--- config.mk ---
export PLATFORM = sky130hd
export DESIGN_NAME = pfec_unit
export DESIGN_NICKNAME = d
export VERILOG_FILES = /design/src/rtl/pfec_pkg.sv /design/src/rtl/pfec_page_table.sv /design/src/rtl/pfec_event_station.sv /design/src/rtl/pfec_counter_bank.sv /design/src/rtl/pfec_unit.sv
export SDC_FILE = /design/constraint.sdc
export NUM_CORES = 2
export LEC_CHECK = 0
export BUFFER_PORTS_ARGS = -buffer_cell sky130_fd_sc_hd__buf_2
export CAP_MARGIN = 40
export CORE_ASPECT_RATIO = 1.2
export CORE_MARGIN = 3
export CORE_UTILIZATION = 35
export DETAILED_ROUTE_END_ITERATION = 7
export PLACE_DENSITY_LB_ADDON = 0.25
export SLEW_MARGIN = 20
export SYNTH_ARGS = -nofsm -noshare
export SYNTH_HDL_FRONTEND = slang
export SYNTH_SLANG_ARGS = --single-unit
--- constraint.sdc ---
create_clock -name clk -period 4 [get_ports clk]
set_input_delay 0.8 -clock clk [delete_from_list [all_inputs] [get_ports clk]]
set_output_delay 0.8 -clock clk [all_outputs]
set_load 0.05 [all_outputs]
--- src/rtl/pfec_pkg.sv ---
package pfec_pkg;
  parameter int PAGE_W   = 20;
  parameter int OFS_W    = 12;
  parameter int NODE_W   = 6;
  parameter int CNT_W    = 16;
  parameter int N_PAGES  = 8;
  parameter int N_EVENTS = 8;

  localparam int CMD_W     = 2;
  localparam int PIDX_W    = $clog2(N_PAGES);
  localparam int EIDX_W    = $clog2(N_EVENTS);
  localparam int CFG_IDX_W = (PIDX_W > EIDX_W) ? PIDX_W : EIDX_W;

  typedef enum logic [CMD_W-1:0] {
    CMD_READ   = 2'd0,
    CMD_WRITE  = 2'd1,
    CMD_LOCK   = 2'd2,
    CMD_UNLOCK = 2'd3
  } cmd_e;

  typedef enum logic [1:0] {
    CFG_PAGE  = 2'd0,
    CFG_EVENT = 2'd1,
    CFG_ARM   = 2'd2,
    CFG_NONE  = 2'd3
  } cfg_sel_e;

  typedef struct packed {
    logic              vld;
    logic [NODE_W-1:0] node;
    logic [PAGE_W-1:0] page;
  } page_ent_t;

  typedef struct packed {
    logic              src_any;
    logic [NODE_W-1:0] src;
    logic              kind_any;
    logic              kind;
    logic              dir_any;
    logic              dir;
    logic [CMD_W-1:0]  cmd;
    logic [PIDX_W-1:0] pidx;
    logic [OFS_W-1:0]  bot;
    logic [OFS_W-1:0]  top;
  } ev_desc_t;

  localparam int PAGE_ENT_W = $bits(page_ent_t);
  localparam int EV_DESC_W  = $bits(ev_desc_t);
  localparam int CFG_W      = (PAGE_ENT_W > EV_DESC_W) ? PAGE_ENT_W : EV_DESC_W;

  // Inclusive window; an empty window (bot > top) admits nothing.
  function automatic logic ofs_in_window(input logic [OFS_W-1:0] o,
                                         input logic [OFS_W-1:0] b,
                                         input logic [OFS_W-1:0] t);
    return (o >= b) && (o <= t);
  endfunction

  function automatic logic type_ok(input ev_desc_t d,
                                   input logic [CMD_W-1:0] cmd,
                                   input logic [NODE_W-1:0] src,
                                   input logic dir,
                                   input logic kind);
    return (d.cmd == cmd) &&
           (d.dir_any  || (d.dir  == dir)) &&
           (d.kind_any || (d.kind == kind)) &&
           (d.src_any  || (d.src  == src));
  endfunction

  // Returns {wrapped, next}; reaching all ones wraps to zero.
  function automatic logic [CNT_W:0] bump(input logic [CNT_W-1:0] c);
    logic [CNT_W-1:0] n;
    n = c + 1'b1;
    if (n == {CNT_W{1'b1}}) return {1'b1, {CNT_W{1'b0}}};
    return {1'b0, n};
  endfunction

  function automatic logic [EIDX_W-1:0] lowest_set(input logic [N_EVENTS-1:0] v);
    logic [EIDX_W-1:0] r;
    r = '0;
    for (int i = N_EVENTS - 1; i >= 0; i--) begin
      if (v[i]) r = EIDX_W'(i);
    end
    return r;
  endfunction
endpackage

--- src/rtl/pfec_page_table.sv ---
module pfec_page_table
  import pfec_pkg::*;
(
  input  logic              clk,
  input  logic              rst_n,
  input  logic              wr_en,
  input  logic [PIDX_W-1:0] wr_idx,
  input  page_ent_t         wr_ent,
  input  logic [PAGE_W-1:0] lk_page,
  input  logic [NODE_W-1:0] lk_node,
  output logic              hit,
  output logic [PIDX_W-1:0] hit_idx
);
  logic [N_PAGES-1:0] eq;

  generate
    for (genvar g = 0; g < N_PAGES; g++) begin : g_ent
      page_ent_t ent;
      always_ff @(posedge clk) begin
        if (!rst_n)                                ent <= '0;
        else if (wr_en && wr_idx == PIDX_W'(g))    ent <= wr_ent;
      end
      assign eq[g] = ent.vld && (ent.page == lk_page) && (ent.node == lk_node);
    end
  endgenerate

  // Lowest matching slot wins.
  always_comb begin
    hit     = 1'b0;
    hit_idx = '0;
    for (int i = N_PAGES - 1; i >= 0; i--) begin
      if (eq[i]) begin
        hit     = 1'b1;
        hit_idx = PIDX_W'(i);
      end
    end
  end
endmodule

--- src/rtl/pfec_event_station.sv ---
module pfec_event_station
  import pfec_pkg::*;
(
  input  logic                clk,
  input  logic                rst_n,
  input  logic                desc_we,
  input  logic                arm_we,
  input  logic [EIDX_W-1:0]   wr_idx,
  input  ev_desc_t            wr_desc,
  input  logic                arm_val,
  input  logic                pg_hit,
  input  logic [PIDX_W-1:0]   pg_idx,
  input  logic [CMD_W-1:0]    r_cmd,
  input  logic [NODE_W-1:0]   r_src,
  input  logic [OFS_W-1:0]    r_ofs,
  input  logic                r_dir,
  input  logic                r_kind,
  output logic [N_EVENTS-1:0] fire,
  output logic [N_EVENTS-1:0] armed
);
  generate
    for (genvar g = 0; g < N_EVENTS; g++) begin : g_ev
      ev_desc_t desc;
      logic     en;
      always_ff @(posedge clk) begin
        if (!rst_n) begin
          desc <= '0;
          en   <= 1'b0;
        end else begin
          if (desc_we && wr_idx == EIDX_W'(g)) desc <= wr_desc;
          if (arm_we  && wr_idx == EIDX_W'(g)) en   <= arm_val;
        end
      end
      assign fire[g]  = pg_hit && (desc.pidx == pg_idx) &&
                        ofs_in_window(r_ofs, desc.bot, desc.top) &&
                        type_ok(desc, r_cmd, r_src, r_dir, r_kind);
      assign armed[g] = en;
    end
  endgenerate
endmodule

--- src/rtl/pfec_counter_bank.sv ---
module pfec_counter_bank
  import pfec_pkg::*;
(
  input  logic                clk,
  input  logic                rst_n,
  input  logic [N_EVENTS-1:0] clr,
  input  logic [N_EVENTS-1:0] inc,
  input  logic [EIDX_W-1:0]   rd_idx,
  output logic [CNT_W-1:0]    rd_count,
  output logic [N_EVENTS-1:0] ovf,
  output logic                spill_valid,
  input  logic                spill_ready,
  output logic [EIDX_W-1:0]   spill_idx,
  output logic [CNT_W-1:0]    spill_count
);
  logic [CNT_W-1:0]    cnt [N_EVENTS];
  logic [N_EVENTS-1:0] pend;
  logic [N_EVENTS-1:0] take;

  generate
    for (genvar g = 0; g < N_EVENTS; g++) begin : g_cnt
      logic [CNT_W:0]   nx;
      logic [CNT_W-1:0] c;
      assign nx     = bump(c);
      assign ovf[g] = inc[g] && !clr[g] && nx[CNT_W];
      always_ff @(posedge clk) begin
        if (!rst_n)      c <= '0;
        else if (clr[g]) c <= '0;
        else if (inc[g]) c <= nx[CNT_W-1:0];
      end
      assign cnt[g] = c;
    end
  endgenerate

  assign rd_count    = cnt[rd_idx];
  assign spill_valid = |pend;
  assign spill_idx   = lowest_set(pend);
  assign spill_count = {CNT_W{1'b1}};

  always_comb begin
    take = '0;
    if (spill_valid && spill_ready) take[spill_idx] = 1'b1;
  end

  always_ff @(posedge clk) begin
    if (!rst_n) pend <= '0;
    else        pend <= (pend & ~take) | ovf;
  end
endmodule

--- src/rtl/pfec_unit.sv ---
module pfec_unit
  import pfec_pkg::*;
(
  input  logic                 clk,
  input  logic                 rst_n,
  input  logic                 rec_valid,
  output logic                 rec_ready,
  input  logic [CMD_W-1:0]     rec_cmd,
  input  logic [NODE_W-1:0]    rec_src,
  input  logic [NODE_W-1:0]    rec_dst,
  input  logic [PAGE_W-1:0]    rec_page,
  input  logic [OFS_W-1:0]     rec_ofs,
  input  logic                 rec_dir,
  input  logic                 rec_kind,
  input  logic                 cfg_we,
  input  logic [1:0]           cfg_sel,
  input  logic [CFG_IDX_W-1:0] cfg_idx,
  input  logic [CFG_W-1:0]     cfg_data,
  input  logic [EIDX_W-1:0]    rd_idx,
  output logic [CNT_W-1:0]     rd_count,
  output logic                 spill_valid,
  input  logic                 spill_ready,
  output logic [EIDX_W-1:0]    spill_idx,
  output logic [CNT_W-1:0]     spill_count
);
  logic                cfg_page_we, cfg_desc_we, cfg_arm_we;
  logic                rec_accept;
  logic                pt_hit;
  logic [PIDX_W-1:0]   pt_hit_idx;
  logic [N_EVENTS-1:0] ev_fire, ev_armed, ev_inc, ev_clr, ev_ovf;

  always_comb begin
    cfg_page_we = 1'b0;
    cfg_desc_we = 1'b0;
    cfg_arm_we  = 1'b0;
    if (cfg_we) begin
      case (cfg_sel_e'(cfg_sel))
        CFG_PAGE:  cfg_page_we = 1'b1;
        CFG_EVENT: cfg_desc_we = 1'b1;
        CFG_ARM:   cfg_arm_we  = 1'b1;
        default:   ;
      endcase
    end
  end

  pfec_page_table u_pt (
    .clk     (clk),
    .rst_n   (rst_n),
    .wr_en   (cfg_page_we),
    .wr_idx  (cfg_idx[PIDX_W-1:0]),
    .wr_ent  (page_ent_t'(cfg_data[PAGE_ENT_W-1:0])),
    .lk_page (rec_page),
    .lk_node (rec_dst),
    .hit     (pt_hit),
    .hit_idx (pt_hit_idx)
  );

  pfec_event_station u_es (
    .clk     (clk),
    .rst_n   (rst_n),
    .desc_we (cfg_desc_we),
    .arm_we  (cfg_arm_we),
    .wr_idx  (cfg_idx[EIDX_W-1:0]),
    .wr_desc (ev_desc_t'(cfg_data[EV_DESC_W-1:0])),
    .arm_val (cfg_data[0]),
    .pg_hit  (pt_hit),
    .pg_idx  (pt_hit_idx),
    .r_cmd   (rec_cmd),
    .r_src   (rec_src),
    .r_ofs   (rec_ofs),
    .r_dir   (rec_dir),
    .r_kind  (rec_kind),
    .fire    (ev_fire),
    .armed   (ev_armed)
  );

  assign rec_ready  = !spill_valid;
  assign rec_accept = rec_valid && rec_ready;
  assign ev_inc     = ev_fire & ev_armed & {N_EVENTS{rec_accept}};

  always_comb begin
    ev_clr = '0;
    if (cfg_desc_we) ev_clr[cfg_idx[EIDX_W-1:0]] = 1'b1;
  end

  pfec_counter_bank u_cb (
    .clk         (clk),
    .rst_n       (rst_n),
    .clr         (ev_clr),
    .inc         (ev_inc),
    .rd_idx      (rd_idx),
    .rd_count    (rd_count),
    .ovf         (ev_ovf),
    .spill_valid (spill_valid),
    .spill_ready (spill_ready),
    .spill_idx   (spill_idx),
    .spill_count (spill_count)
  );
endmodule

==> reports/qor.yml <==
synth:
  synthTopCellsByArea: "dfxtp_1 (35%), nand2_1 (12%), a21boi_0 (11%)"
  synth_enable_flop_cells: 0
  synth_commonest_cells: "nand2_1 (1220), dfxtp_1 (680), a21boi_0 (547)"
  synth_largest_type_area_fraction: 0.349
  post_synth.cell_area_avg_sq_um: 7.91
  syn_inst: 4934
  synth.lib_cells_used.distinct: 83
  async_s_r_ff_share_synth: 0
  synth_warnings: 0
  synthFlopType: "dfxtp_1"
  synth-seq-area-share: 0.349
  yosys.area.top_type: "dfxtp_1"
  most_common_cell_in_the_synthesized_netlist: "nand2_1"
  synth.ff_latch_count: 680
  netlist_area_sq_um: 39000
grt:
  pin_count_of_the_biggest_net_entering_global_routing: 215
  wire_length_of_the_first_global_routing_pass_um: 218000
  grt_overflow_total: 0
  initial_antenna_violation_count: 7
  grt_pass1_vias: 34300
  global_route.usage.total: 0.248
drt:
  detail_route.vias_per_cell: 5.31
  antenna_violating_nets_post_route: 0
  drt_first_pass_iters: 7
  detail_route.iter0.violations: 2762
  wl_per_cell_um: 21.9
  wl_um: 147000
  drt_drc_violations_left: 0
  dr_total_vias: 35600
timing:
  timing.fmax_mhz: 257
  post-route-period-util: 0.974
  report.final.hold_viol_count: 0
  timing.slew.headroom: 0.331
  drv_slew: 0
  layout_min_cycle_time_ps: 3900
  grt_setup_unrepaired: "yes"
  timing.final.setup_violations: 0
  measured_slew_at_the_worst_slew_check_pin_ps: 1000
  setup_slack_ps: 104
  finalHoldWorstSlack_ps: 463
  fin_worst_skew_ps: 27.6
critical_path:
  r2r_end: "u_cb.g_cnt[4].c[2]"
  path_max_fanout: 16
  critPathKind: "in2reg"
  worst-r2r-setup-slack_ps: 140
  timing.critical_path.from_type: "input pin"
  critical_path.reg2reg.startpoint: "u_cb.pend[4]"
  setup.worst_path.start: "rec_page[1]"
  cp-end-kind: "flip-flop"
  worst-r2r-cell-count: 14
  timing.critical_path.arrival_ps: 4480
  worst_setup_path_endpoint: "u_cb.g_cnt[7].c[5]"
  timing.critical_path.required_ps: 4580
clocking:
  clkTransAtPathRegs_ps: 60
  cts_buffers: 82
  clock_tree.buffer_depth: 3
  clock-sinks: 680
  tritoncts: "built"
  cts.hold.buffers_added: 0
  htree_levels: 3
  insertion_delay_ps: 680
  cts-root-buf: "clkbuf_16"
placement:
  dpl_cell_area_sq_um: 43300
  dp_hpwl_um: 103000
  buffer_ports.inserted: 121
  globalplace.congestion: 0.970
  detailedPlace.worstSlack_ps: -559
power:
  power.total_uw: 16300
  cellLeakagePower_uw: 0.0158
  cellPowerDensity_nw_per_um2: 353
  maximum_vdd_drop_mv: 0.286
die:
  io_pins: 138
  initial_core_util: 0.354
  floorplan.core_area_sq_um: 110000
  die_h_um: 372
  die_area_sq_um: 116000
  floorplan.rows: 133
  die_w_um: 311
layout:
  finalNetCount: 5469
  final_design_area_no_fill_sq_um: 46200
  final_layout_size_suffix_gt1_frac: 0.146
  synthToLayoutAreaGrowth_pct: 18.4
outcome:
  result_of_the_run: "finished clean"
run:
  drv_cap: 0
min_path:
  hold_path_class: "reg2reg"
==> where the power goes <==
part	total [uW]	switching, uW	internal, uW
registers	6850	32.2	6810
logic	1480	926	551
clock network	8010	3230	4780
total	16300	4190	12100
==> placed cells by master, fill, tap and decap left out, drive strengths merged, types with 20 or more instances in the layout <==
| master | instances |
|---|---|
| a21boi | 547 |
| a21o | 32 |
| a21oi | 166 |
| a31oi | 35 |
| and2 | 21 |
| and3 | 46 |
| buf | 494 |
| clkbuf | 120 |
| dfxtp | 680 |
| ha | 208 |
| inv | 207 |
| mux4 | 32 |
| nand2 | 1220 |
| nand3 | 105 |
| nand3b | 29 |
| nand4 | 125 |
| nor2 | 173 |
| nor2b | 20 |
| nor3 | 43 |
| nor4 | 58 |
| o211ai | 29 |
| o21ai | 154 |
| or3 | 31 |
| or4 | 45 |
| xnor2 | 213 |
| xor2 | 121 |
==> metrics by stage <==
step	TNS (ps)	utilization	cells
6_report	0	0.420	6711
5_1_grt	-224	0.419	6708
4_1_cts	0	0.419	6706
3_5_place_dp	-46840	0.393	6559
3_3_place_gp	-43950	0.392	6550
2_1_floorplan	0	-	4949
==> timing repair <==
| item | 4_1_cts | 5_1_grt |
|---|---|---|
| setup buffers | 0 | 0 |
| gates resized for setup | 0 | 4 |
| setup endpoints to repair | 0 | 24 |
==> sequential cells by signal, summed over array words and instances (netlist names) <==
signal	flops
u_es.g_ev.desc	320
u_cb.pend	8
u_cb.g_cnt.c	128
u_pt.g_ent.ent	216
u_es.g_ev.en	8
==> worst max-delay path, stage by stage <==
cell	delay [ps]
buf_2	180
buf_12	170
xnor2_1	200
buf_4	140
nand4_1	90
nor4_1	390
buf_4	190
nand3_1	90
buf_4	180
a211oi_4	240
o21ai_0	120
buf_4	160
xnor2_1	130
or4b_4	570
buf_4	210
or3b_2	460
a21oi_1	140
==> kinds of logic after synthesis <==
logic type               after synthesis  share of synthesized area
other                                  1                  0.0000961
XOR/XNOR                             334                     0.0757
AO/OA/AOI/OAI                       1064                      0.186
buffers and inverters                572                     0.0597
flip-flops                           680                      0.349
AND/OR/NAND/NOR                     2016                      0.238
adder cells (fa/ha/maj)              208                     0.0667
multiplexers                          59                     0.0259
==> worst min path at each step <==
| stage | endpoint | start | cells after the start |
|---|---|---|---|
| final | u_es.g_ev[1].desc[11] | u_es.g_ev[1].desc[11] | 2 |
| after global routing | u_es.g_ev[0].desc[27] | cfg_data[27] | 3 |
| after CTS | u_es.g_ev[0].desc[27] | cfg_data[27] | 3 |
| after detailed placement | u_es.g_ev[1].desc[39] | u_es.g_ev[1].desc[39] | 2 |
| after global placement | u_es.g_ev[5].desc[20] | u_es.g_ev[5].desc[20] | 2 |
| after floorplan | u_es.g_ev[1].desc[39] | u_es.g_ev[1].desc[39] | 2 |
==> area by class of cell <==
| class | instances | area (sq um) |
|---|---|---|
| Clock buffer | 119 | 2440 |
| Antenna cell | 3 | 7.51 |
| Sequential cell | 680 | 13600 |
| Tap cell | 1485 | 1860 |
| Timing Repair Buffer | 495 | 3790 |
| Fill cell | 11200 | 63900 |
| Inverter | 204 | 766 |
| Clock inverter | 28 | 440 |
| Multi-Input combinational cell | 3697 | 23300 |
==> per-layer routing <==
| layer | global-route usage | wire, um | vias up |
|---|---|---|---|
| li1 | - | - | 17300 |
| met1 | 0.300 | 61200 | 17000 |
| met2 | 0.426 | 69600 | 1006 |
| met3 | 0.0407 | 7720 | 334 |
| met4 | 0.125 | 8300 | 0 |
| met5 | 0 | 0 | - |
Power figures use the tool's default switching activity.
